## src/rtl/tap_sel_pkg.sv

```systemverilog
package tap_sel_pkg;

  localparam int IR_W = 4;

  localparam logic [IR_W-1:0] OP_SCAN_N = 4'b0010;
  localparam logic [IR_W-1:0] OP_INTEST = 4'b1100;
  localparam logic [IR_W-1:0] OP_IDCODE = 4'b1110;
  localparam logic [IR_W-1:0] OP_BYPASS = 4'b1111;

  typedef enum logic [1:0] {
    PATH_BYP   = 2'd0,
    PATH_ID    = 2'd1,
    PATH_SEL   = 2'd2,
    PATH_CHAIN = 2'd3
  } dr_path_e;

  // Opcode to data-register path; anything not listed falls to bypass.
  function automatic dr_path_e decode_path(input logic [IR_W-1:0] op);
    case (op)
      OP_INTEST: return PATH_CHAIN;
      OP_IDCODE: return PATH_ID;
      OP_SCAN_N: return PATH_SEL;
      default:   return PATH_BYP;
    endcase
  endfunction

  // True when a chain index matches the current selection.
  function automatic logic chain_hit(input int unsigned idx, input int unsigned sel);
    return idx == sel;
  endfunction

endpackage

```

## src/rtl/tap_dr_shift.sv

```systemverilog
module tap_dr_shift #(
  parameter int             W       = 8,
  parameter logic [W-1:0]   RST_VAL = '0
) (
  input  logic         tck,
  input  logic         trst_n,
  input  logic         en,
  input  logic         capture,
  input  logic         shift,
  input  logic [W-1:0] cap_val,
  input  logic         si,
  output logic [W-1:0] q,
  output logic         so
);

  generate
    if (W == 1) begin : g_one
      always_ff @(posedge tck or negedge trst_n) begin
        if (!trst_n)             q <= RST_VAL;
        else if (en && capture)  q <= cap_val;
        else if (en && shift)    q <= si;
      end
    end else begin : g_many
      always_ff @(posedge tck or negedge trst_n) begin
        if (!trst_n)             q <= RST_VAL;
        else if (en && capture)  q <= cap_val;
        else if (en && shift)    q <= {si, q[W-1:1]};
      end
    end
  endgenerate

  assign so = q[0];

endmodule

```

## src/rtl/tap_chain_sel.sv

```systemverilog
module tap_chain_sel #(
  parameter int SEL_W     = 5,
  parameter int RST_CHAIN = 3
) (
  input  logic             tck,
  input  logic             trst_n,
  input  logic             load,
  input  logic [SEL_W-1:0] nxt,
  output logic [SEL_W-1:0] sel
);

  localparam logic [SEL_W-1:0] RST_SEL = SEL_W'(RST_CHAIN);

  always_ff @(posedge tck or negedge trst_n) begin
    if (!trst_n)   sel <= RST_SEL;
    else if (load) sel <= nxt;
  end

endmodule

```

## src/rtl/tap_chain_fanout.sv

```systemverilog
module tap_chain_fanout
  import tap_sel_pkg::*;
#(
  parameter int NUM_CHAINS = 32,
  parameter int SEL_W      = 5
) (
  input  logic                  en,
  input  logic                  cap,
  input  logic                  shift,
  input  logic                  upd,
  input  logic [SEL_W-1:0]      sel,
  input  logic [NUM_CHAINS-1:0] chain_so,
  output logic [NUM_CHAINS-1:0] chain_cap,
  output logic [NUM_CHAINS-1:0] chain_shift,
  output logic [NUM_CHAINS-1:0] chain_upd,
  output logic                  so
);

  logic [NUM_CHAINS-1:0] hit;

  generate
    for (genvar i = 0; i < NUM_CHAINS; i++) begin : g_chain
      assign hit[i]         = en & chain_hit(i, int'(sel));
      assign chain_cap[i]   = hit[i] & cap;
      assign chain_shift[i] = hit[i] & shift;
      assign chain_upd[i]   = hit[i] & upd;
    end
  endgenerate

  // A selection beyond the last chain matches nothing and returns 0.
  assign so = |(hit & chain_so);

endmodule

```

## src/rtl/tap_tdo_stage.sv

```systemverilog
module tap_tdo_stage (
  input  logic tck,
  input  logic trst_n,
  input  logic shift_dr,
  input  logic shift_ir,
  input  logic dr_so,
  input  logic ir_so,
  output logic tdo,
  output logic tdo_en
);

  logic tdo_q;
  logic en_q;

  always_ff @(negedge tck or negedge trst_n) begin
    if (!trst_n) begin
      tdo_q <= 1'b0;
      en_q  <= 1'b0;
    end else begin
      tdo_q <= shift_ir ? ir_so : dr_so;
      en_q  <= shift_dr | shift_ir;
    end
  end

  assign tdo    = en_q & tdo_q;
  assign tdo_en = en_q;

endmodule

```

## src/rtl/tap_dr_router.sv

```systemverilog
module tap_dr_router
  import tap_sel_pkg::*;
#(
  parameter int                NUM_CHAINS = 32,
  parameter int                SEL_W      = 5,
  parameter int                ID_W       = 32,
  parameter logic [ID_W-1:0]   ID_VALUE   = 32'h4A7B_2C93,
  parameter int                RST_CHAIN  = 3
) (
  input  logic                  tck,
  input  logic                  trst_n,
  input  logic                  tdi,
  input  logic [3:0]            ir,
  input  logic                  cap_dr,
  input  logic                  shift_dr,
  input  logic                  upd_dr,
  input  logic                  shift_ir,
  input  logic                  ir_so,
  input  logic [NUM_CHAINS-1:0] chain_so,
  output logic                  tdo,
  output logic                  tdo_en,
  output logic                  test_mode,
  output logic [SEL_W-1:0]      sel_chain,
  output logic [NUM_CHAINS-1:0] chain_cap,
  output logic [NUM_CHAINS-1:0] chain_shift,
  output logic [NUM_CHAINS-1:0] chain_upd
);

  localparam logic [SEL_W-1:0] RST_SEL = SEL_W'(RST_CHAIN);

  // Named internal events for the checker.
  dr_path_e         path;
  logic             on_byp, on_id, on_sel, on_chain;
  logic             byp_q, byp_so;
  logic [ID_W-1:0]  id_q;
  logic             id_so;
  logic [SEL_W-1:0] sel_shadow;
  logic             sel_so;
  logic             sel_load;
  logic             chain_sel_so;
  logic             dr_so;

  assign path     = decode_path(ir);
  assign on_byp   = (path == PATH_BYP);
  assign on_id    = (path == PATH_ID);
  assign on_sel   = (path == PATH_SEL);
  assign on_chain = (path == PATH_CHAIN);
  assign sel_load = on_sel & upd_dr;

  tap_dr_shift #(.W(1), .RST_VAL(1'b0)) u_byp (
    .tck(tck), .trst_n(trst_n), .en(on_byp), .capture(cap_dr), .shift(shift_dr),
    .cap_val(1'b0), .si(tdi), .q(byp_q), .so(byp_so)
  );

  tap_dr_shift #(.W(ID_W), .RST_VAL(ID_VALUE)) u_id (
    .tck(tck), .trst_n(trst_n), .en(on_id), .capture(cap_dr), .shift(shift_dr),
    .cap_val(ID_VALUE), .si(tdi), .q(id_q), .so(id_so)
  );

  tap_dr_shift #(.W(SEL_W), .RST_VAL(RST_SEL)) u_selsr (
    .tck(tck), .trst_n(trst_n), .en(on_sel), .capture(cap_dr), .shift(shift_dr),
    .cap_val(sel_chain), .si(tdi), .q(sel_shadow), .so(sel_so)
  );

  tap_chain_sel #(.SEL_W(SEL_W), .RST_CHAIN(RST_CHAIN)) u_cur (
    .tck(tck), .trst_n(trst_n), .load(sel_load), .nxt(sel_shadow), .sel(sel_chain)
  );

  tap_chain_fanout #(.NUM_CHAINS(NUM_CHAINS), .SEL_W(SEL_W)) u_fan (
    .en(on_chain), .cap(cap_dr), .shift(shift_dr), .upd(upd_dr),
    .sel(sel_chain), .chain_so(chain_so),
    .chain_cap(chain_cap), .chain_shift(chain_shift), .chain_upd(chain_upd),
    .so(chain_sel_so)
  );

  always_comb begin
    case (path)
      PATH_ID:    dr_so = id_so;
      PATH_SEL:   dr_so = sel_so;
      PATH_CHAIN: dr_so = chain_sel_so;
      default:    dr_so = byp_so;
    endcase
  end

  assign test_mode = on_chain;

  tap_tdo_stage u_out (
    .tck(tck), .trst_n(trst_n), .shift_dr(shift_dr), .shift_ir(shift_ir),
    .dr_so(dr_so), .ir_so(ir_so), .tdo(tdo), .tdo_en(tdo_en)
  );

endmodule

```

## config.mk

```make
export PLATFORM = sky130hd
export DESIGN_NAME = tap_dr_router
export DESIGN_NICKNAME = d
export VERILOG_FILES = /design/src/rtl/tap_sel_pkg.sv /design/src/rtl/tap_dr_shift.sv /design/src/rtl/tap_chain_sel.sv /design/src/rtl/tap_chain_fanout.sv /design/src/rtl/tap_tdo_stage.sv /design/src/rtl/tap_dr_router.sv
export SDC_FILE = /design/constraint.sdc
export NUM_CORES = 1
export LEC_CHECK = 0
export ABC_AREA = 1
export ABC_CLOCK_PERIOD_IN_PS = 1550
export BUFFER_PORTS_ARGS = -buffer_cell sky130_fd_sc_hd__buf_4
export CELL_PAD_IN_SITES_DETAIL_PLACEMENT = 2
export CELL_PAD_IN_SITES_GLOBAL_PLACEMENT = 2
export CORE_MARGIN = 2
export CORE_UTILIZATION = 21
export CTS_BUF_LIST = sky130_fd_sc_hd__clkbuf_4 sky130_fd_sc_hd__clkbuf_8 sky130_fd_sc_hd__clkbuf_16
export CTS_CLUSTER_DIAMETER = 200
export DETAILED_ROUTE_END_ITERATION = 10
export GPL_ROUTABILITY_DRIVEN = 0
export PLACE_DENSITY_LB_ADDON = 0.05
export SYNTH_ARGS = -nofsm -noshare
export SYNTH_HDL_FRONTEND = slang
export SYNTH_SLANG_ARGS = --single-unit
```

## constraint.sdc

```tcl
create_clock -name tck -period 1.55 [get_ports tck]
set_clock_uncertainty 0.1 [all_clocks]
set_input_delay 0.2325 -clock tck [delete_from_list [all_inputs] [get_ports tck]]
set_output_delay 0.2325 -clock tck [all_outputs]
set_load 0.01 [all_outputs]
```

# Yosys cells after proc, flatten, opt, wreduce, memory -nomap -nowiden
# Cells that the tools add are included.
# totals
reg_bits	45
latch_bits	0
ram_bits	0
mem_bits_ro	0
inputBits	44
out_inout_bits	104
elab_cells	196
n_memories	0
# classes
n_addsub	0
multipliers	0
div	0
magnitude_cmp	0
eq_ne	37
shift	0
n_mux	9
bitwise	132
reduce_logical	12
# op_table
op	count
$and 1x1->1	130
$eq 5x5->1 const A	16
$mux 32	2
$eq 4x5->1 const A	8
$and 32x32->32	1
$reduce_or 32->1	1
$eq 3x5->1 const A	4
$eq 2x5->1 const A	2
$mux 5	2
$eq 4x4->1 const B	2
$logic_and 1x1->1	6
$pmux 2 s3	1
$reduce_bool 2->1	3
$eq 1x5->1 const A	1
$logic_not 5->1	1
$eq 2x2->1 const B	2
$eq 4x2->1 const B	1
$mux 1	3
$pmux 1 s3	1
$eq 2x1->1 const B	1
$logic_not 2->1	1
$or 1x1->1	1

# Logic depth before layout (Yosys ltp)
# Gate-level depths: netlist (run 1).
# logic_depth
word_depth	8
ltp_mapped	12
mapped_depth_nobuf	12

# Hierarchy
# Synthesis (run 1) repeated with hierarchy kept, for this count alone.
# unflattened
cells_unflattened	607
hier_area_um2	3549.7
# by_module_without_submodules
module	n_inst	cells_each	area_each_um2	seq_area_each_um2
tap_dr_shift at u_id	1	249	1791.7	820.8
tap_chain_fanout	1	252	1021.0	0.0
tap_dr_shift at u_selsr	1	39	286.5	127.6
tap_chain_sel	1	21	187.7	127.6
tap_dr_router	1	26	106.4	0.0
tap_tdo_stage	1	9	78.8	50.0
tap_dr_shift at u_byp	1	11	77.6	25.0

==> results of run 1 <==
per-layer routing:
metal / share of wire / global-route usage / up-vias
met1: 0.41 / 0.238 / 1935
met3: 0.044 / 0.0309 / 8
li1: - / - / 1924
met2: 0.54 / 0.402 / 105
met4: 0.0065 / 0.0294 / 0
met5: 0 / 0 / -
state kept, by name, summed over array words and instances, names as in the netlist:
signal,cells
u_id.q,32
u_cur.sel,5
u_selsr.q,5
u_byp.q,1
u_out.tdo_en,1
u_out.tdo_q,1
timing repair:
item,CTS,global route
gates resized for setup,56,26
setup endpoints to repair,100,105
endpoints found under the hold margin,0,0
pin swaps,7,6
buffers inserted,4,2
final timing paths:
kind	startpoint	end	slack [ns]	cells past startpoint
worst max-delay path	u_cur.sel[0]	u_out.tdo_q	-1.0	11
worst min-delay path	trst_n	u_id.q[18]	-0.01	2
worst max register to register	u_cur.sel[0]	u_out.tdo_q	-1.0	11
worst min register to register	u_byp.q	u_byp.q	0.41	2
max in group asynchronous	trst_n	u_out.tdo_en	0.92	1
min in group tck	tdi	u_id.q[31]	0.15	3
cells in the final DEF, fill, tap and decap left out:
cell       instances
nor3_2             1
buf_6              5
dfrtp_1           21
nand2_1           53
a21oi_4            1
inv_4              3
nand3_1           45
dfrtn_1            2
nand4_1           20
inv_2              5
nand3_4            5
dfrtp_2            2
nor2_4            12
o21ai_1            1
bufinv_16          2
nand2_2            4
nand3_2           11
inv_1             58
nand2_8            1
dfstp_2           20
buf_12            10
nor2_1            85
o21ai_0           46
a21oi_2            1
clkbuf_16          5
a31oi_1            1
o22ai_1            5
nand2_4            2
clkinv_2           1
buf_4            200
nor2_2            53
kinds of logic after synthesis:
logic type             synth area share
AND/OR/NAND/NOR                   0.402
flip-flops                        0.375
AO/OA/AOI/OAI                    0.0971
buffers and inverters             0.126
layout make-up:
type / count / area (µm²) / area share
clock inverter: 3 / 65.1 / 0.0118
inverter: 66 / 255 / 0.0464
tap: 184 / 230 / 0.0419
clock buffer: 5 / 125 / 0.0228
multi-input combinational: 347 / 1910 / 0.347
timing repair buffer: 215 / 1760 / 0.320
sequential: 45 / 1150 / 0.210
metrics by stage:
stage | TNS [ns] | util | instance area [µm²]
3_3_place_gp | -34.88 | 0.344 | 4950
3_5_place_dp | -40.35 | 0.344 | 4950
5_1_grt | -66.47 | 0.381 | 5500
6_report | -56.03 | 0.381 | 5500
4_1_cts | -59.05 | 0.373 | 5380
2_1_floorplan | -1.84 | - | 3190
worst max-delay path: cells and delay by family (launching register included):
| family | cells | cell delay [ns] |
|---|---|---|
| buf+inv | 1 | 0.05 |
| flops | 1 | 0.62 |
| simple gates | 10 | 0.88 |
power breakdown:
part | internal (mW) | switching (mW) | leakage, nW
sequential | 1.55 | 0.195 | 0.516
combinational | 0.693 | 0.967 | 2.04
clock | 0.921 | 0.458 | 0.0938
total | 3.16 | 1.62 | 2.65
==> out/qor.yml, run 1 <==
critical_path:
  crit_chain: "nor2_2 > nand2_2 > inv_2 > nand4_1 > nand2_1 > nor2_1 > nand2_1 > nor2_2 > nand3_1 > nand2_1 > nand2_1"
  setup.worst_path.end_class: "register"
  cp_common_cell: "nand2_1"
  arrival_ns: 1.84
  cp_slowest_cell: "dfstp_2"
  path_max_fanout: 6
  path_class: "reg2reg"
  timing.critical_path.required_ns: 0.84
  start_kind: "register"
  critPathMaxStageDelay_ns: 0.62
route:
  num_vias: 3972
  wl_per_cell_um: 18.4
  routed_wl_um: 16000
  postRouteAntennaNets: 0
  vias_per_cell: 4.59
  drc: 0
  drtPass1Iterations: 5
  drt_iter0_drc: 155
yosys:
  synth_most_common_cell: "nor2_1"
  async_reset_ff_frac: 1.00
  synth_ff_type: "dfrtp_1"
  post-synth-top-area-fraction: 0.188
  ys_ff_latch: 45
  syn_area_per_cell_um2: 6.30
  syn_inst: 487
  yosysTopAreaCell: "dfrtp_1"
  yosys-top-cells-area: "dfrtp_1 19%, nor2_1 18%, dfstp_2 17%"
  synth.yosys.seq_area_share: 0.375
  synthTopCellsByCount: "148 x nor2_1, 62 x inv_1, 60 x nand2_1, 60 x nand3_1, 46 x o21ai_0"
  synth-edff-count: 0
  yosys_warnings: 0
  syn_area_um2: 3070
  synthDistinctLibCells: 22
  syn_nets: 531
clock_network:
  cts-root-buf: "clkbuf_16"
  hold_buffers: 0
  clk_latency_ns: 0.29
  clockBufferDepth: 2
  numClockSinks: 45
  cts.htree.levels: 2
  path_clk_slew_ns: 0.06
  cts_buffers: 5
  cts_tree: "yes"
floorplan:
  die_x_um: 125
  core_um2: 14400
  die_h_um: 125
  start_util: 0.213
  die_area_um2: 15600
  rows: 44
  ios: 148
final_layout:
  nFillCells: 1697
  stdcell_count: 865
  area_delta_synth_final_pct: 79.1
  nets: 724
  layout-drive-gt1-share: 0.505
  diodes: 0
hold_path:
  min_path_type: "in2async"
global_route:
  grt_max_degree: 44
  grt_pass1_vias: 4394
  grt_antenna_before_repair: 0
  grt-ovfl-total: 0
  grt_pass1_wl_um: 25600
  grt_use_total: 0.205
status:
  status: "complete, but fails checks"
  violations: "negative hold slack, negative setup slack"
power:
  power_leakage_nw: 2.65
  power.density_nw_per_um2: 871
  power_mw: 4.78
  ir_drop_mv: 1.02
place:
  port_buffers: 147
  hpwl_um: 12600
  pre_cts_slack_ns: -1.06
  dp.cells: 851
sta:
  holdWs_ns: -0.0140
  hold_viol_final: 8
  rsz0062_at_grt: "yes"
  fin_ws_ns: -0.999
  relSlewSlack: 0.621
  worst_pin_slew_ns: 0.569
  setup_viol: 101
  slew_violations: 0
run:
  maxCapViolCount: 0
(Power assumes the default switching activity.)
==> run 2, diff against run 1 <==
Settings changed: ABC_AREA 1 to default, CORE_MARGIN 2 to 1.
==> run 2 against run 1 <==
The flow finishes with violations (negative setup slack). Sequential share of layout area is 3.3 points lower. Routed wire length is 20% higher. Sequential cell count stayed put. Non-clock buffer count is 16 higher. Design area is 19% higher. First-iteration DRC count is 8.4% lower. Synthesized cell count is 22% lower. Worst hold slack better by 0.17 ns. Global-route usage is 2.1 points higher. Synthesized area is 6.1% lower. Power is 1.9% lower. Via count is 4.5% lower.
==> out/qor.yml, run 2 <==
clock_network:
  clk_latency_ns: 0.29  # about the same
  path_clk_slew_ns: 0.07  # was 0.06 ns
  cts_buffers: 5  # unchanged
  cts-root-buf: "clkbuf_16"  # unchanged
  cts_tree: "yes"  # unchanged
  numClockSinks: 45  # unchanged
  clockBufferDepth: 2  # unchanged
  cts.htree.levels: 2  # unchanged
yosys:
  synth.yosys.seq_area_share: 0.400  # was 0.375
  synth_ff_type: "dfrtp_1"  # unchanged
  syn_nets: 424  # was 531
  synth-edff-count: 0  # unchanged
  syn_area_um2: 2880  # was 3070 µm²
  synthTopCellsByCount: "94 x nor2_1, 85 x nand2_1, 23 x dfrtp_1, 23 x nand3_1"  # was 148 x nor2_1, 62 x inv_1, 60 x nand2_1, 60 x nand3_1, 46 x o21ai_0
  syn_area_per_cell_um2: 7.58  # was 6.30 µm²
  post-synth-top-area-fraction: 0.200  # was 0.188
  yosys.area_share.simple: 0.359  # was 0.402
  yosys-top-cells-area: "dfrtp_1 20%, dfstp_2 18%, nor2_1 12%"  # was dfrtp_1 19%, nor2_1 18%, dfstp_2 17%
  synthDistinctLibCells: 45  # was 22
  ys_ff_latch: 45  # unchanged
  synth_most_common_cell: "nor2_1"  # unchanged
  synth_mux_area_frac: 0.0630  # was 0
  synth_xor_area_frac: 0  # unchanged
  async_reset_ff_frac: 1.00  # unchanged
  syn_inst: 380  # was 487
  synth_compound_area_frac: 0.113  # was 0.0971
  yosysTopAreaCell: "dfrtp_1"  # unchanged
  synthAdderAreaFrac: 0  # unchanged
  yosys_warnings: 0  # unchanged
  synth_top_family_by_area: "simple AND/OR/NAND/NOR gates"  # unchanged
final_layout:
  nets: 631  # was 724
  area_delta_synth_final_pct: 127  # was 79.1%
  final_common_cell: "buf_4"  # unchanged
  reg.largest.list: "u_id.q x32, u_cur.sel x5, u_selsr.q x5"  # unchanged
  largest_register: "u_id.q"  # unchanged
  final_cell_mix: "112 x buf_4, 94 x buf_6, 71 x nor2_4"  # was 200 x buf_4, 85 x nor2_1, 58 x inv_1
  layout-drive-gt1-share: 0.696  # was 0.505
  fin_util: 0.491  # was 0.381
  final_cell_area_um2: 6530  # was 5500 µm²
  largest_reg_flops: 32  # unchanged
  diodes: 0  # unchanged
route:
  routed_wl_um: 19100  # was 16000 µm
  drt_iter0_drc: 142  # was 155
  postRouteAntennaNets: 0  # unchanged
  drc: 0  # unchanged
  vias_per_cell: 4.97  # was 4.59
  drtPass1Iterations: 4  # was 5
  wl_per_cell_um: 25.0  # was 18.4 µm
  num_vias: 3794  # was 3972
critical_path:
  cp_slowest_cell: "dfstp_2"  # unchanged
  r2r-start: "u_cur.sel[0]"  # unchanged
  crit_buf_inv: 2  # was 1
  path_class: "reg2reg"  # unchanged
  setup.worst_path.end_class: "register"  # unchanged
  arrival_ns: 1.93  # was 1.84 ns
  r2r_cells: 7  # was 11
  path_max_fanout: 9  # was 6
  r2r_slack_ns: -1.12  # was -1.0 ns
  crit_chain: "buf_6 > buf_4 > mux2i_1 > nor2_1 > a21oi_2 > o2111a_1 > a31oi_1"  # was nor2_2 > nand2_2 > inv_2 > nand4_1 > nand2_1 > nor2_1 > nand2_1 > nor2_2 > nand3_1 > nand2_1 > nand2_1
  critPathMaxStageDelay_ns: 0.56  # was 0.62 ns
  crit_family: "flip-flops"  # was simple AND/OR/NAND/NOR gates
  start_kind: "register"  # unchanged
  reg2reg_to: "u_out.tdo_q"  # unchanged
  timing.critical_path.required_ns: 0.81  # was 0.84 ns
sta:
  fin_ws_ns: -1.12  # was -0.999 ns
  setup_viol: 102  # was 101
  worst_pin_slew_ns: 0.334  # was 0.569 ns
  hold_viol_final: 0  # was 8
  rsz0062_at_grt: "yes"  # unchanged
  holdWs_ns: 0.155  # was -0.0140 ns
  slew_violations: 0  # unchanged
  relSlewSlack: 0.777  # was 0.621
floorplan:
  ios: 148  # unchanged
  die_area_um2: 14200  # was 15600 µm²
  die_h_um: 119  # was 125 µm
  rows: 42  # was 44
  start_util: 0.217  # was 0.213
  core_um2: 13300  # was 14400 µm²
  die_x_um: 119  # was 125 µm
place:
  pre_cts_slack_ns: -1.05  # was -1.06 ns
  placed_area_um2: 5050  # was 4950 µm²
  port_buffers: 147  # unchanged
  hpwl_um: 10100  # was 12600 µm
power:
  power_leakage_nw: 2.73  # was 2.65 nW
  power.density_nw_per_um2: 718  # was 871 nW/µm²
  ir_drop_mv: 0.615  # was 1.02 mV
run:
  maxCapViolCount: 0  # unchanged
global_route:
  grt_use_total: 0.227  # was 0.205
  grt_max_degree: 43  # was 44
  grt_pass1_vias: 4105  # was 4394
  grt-ovfl-total: 0  # unchanged
  grt_pass1_wl_um: 24700  # was 25600 µm
  grt_antenna_before_repair: 0  # unchanged
hold_path:
  hold_start: "tdi"
  hold_depth: 3
  worstHoldEndpoint: "u_id.q[31]"
  min_path_type: "in2reg"  # was in2async
status:
  status: "complete, but fails checks"  # unchanged
  violations: "negative setup slack"  # was negative hold slack, negative setup slack
-- run 2: kinds of logic after synthesis --
| kind of cell | count (synthesis) |
|---|---|
| and+or+nand+nor | 234 |
| AOI/OAI and AO/OA | 52 |
| DFF | 45 |
| buffers and inverters | 36 |
| muxes | 13 |
-- run 2: worst max path at each step --
stage / start / end / cells past startpoint
final: u_cur.sel[0] / u_out.tdo_q / 7
after global routing: u_cur.sel[0] / u_out.tdo_q / 7
after CTS: u_cur.sel[0] / u_out.tdo_q / 4
after detailed placement: u_cur.sel[0] / u_out.tdo_q / 7
after global placement: u_cur.sel[0] / u_out.tdo_q / 6
after floorplan: u_cur.sel[0] / u_out.tdo_q / 5
-- run 2: metal layers --
metal,track usage,part of all wire
met3,0.0316,0.041
met4,0.0680,0.048
met5,0,0
met1,0.270,0.36
met2,0.416,0.55
-- run 2: layout make-up --
type                    count  area (µm²)
inverters                   4        18.8
multi-input cells         300        2530
clock buffers               6         133
fillers                  1361        6760
repair buffers            231        2430
clock inverters             2        38.8
well taps                 176         220
flip-flops and latches     45        1150
-- run 2: where the power goes --
group          switching [mW]  total (mW)  internal (mW)
registers               0.140        1.59           1.45
logic                    1.02        1.84          0.823
clock network           0.473        1.26          0.783
total                    1.63        4.69           3.06
-- run 2: timing repair --
item                                    in CTS  in global routing
pin swaps                                    9                 11
endpoints found under the setup margin     100                104
hold buffers                                 1                  0
buffers inserted                            22                  8
resized for setup                          153                 78
hold endpoints to repair                    24                  0
cloned                                       6                  1
-- run 2: stage by stage --
step	instances	total power, mW	setup TNS (ns)
6_report	764	4.69	-67.97
3_3_place_gp	724	2.77	-45.14
2_1_floorplan	380	2.29	-8.83
5_1_grt	764	4.87	-72.73
3_5_place_dp	724	2.82	-48.02
4_1_cts	761	4.51	-61.89
-- run 2: tightest hold or removal path, stage by stage --
cell,delay (ns)
buf_4,0.12
inv_1,0.08
o31ai_2,0.07
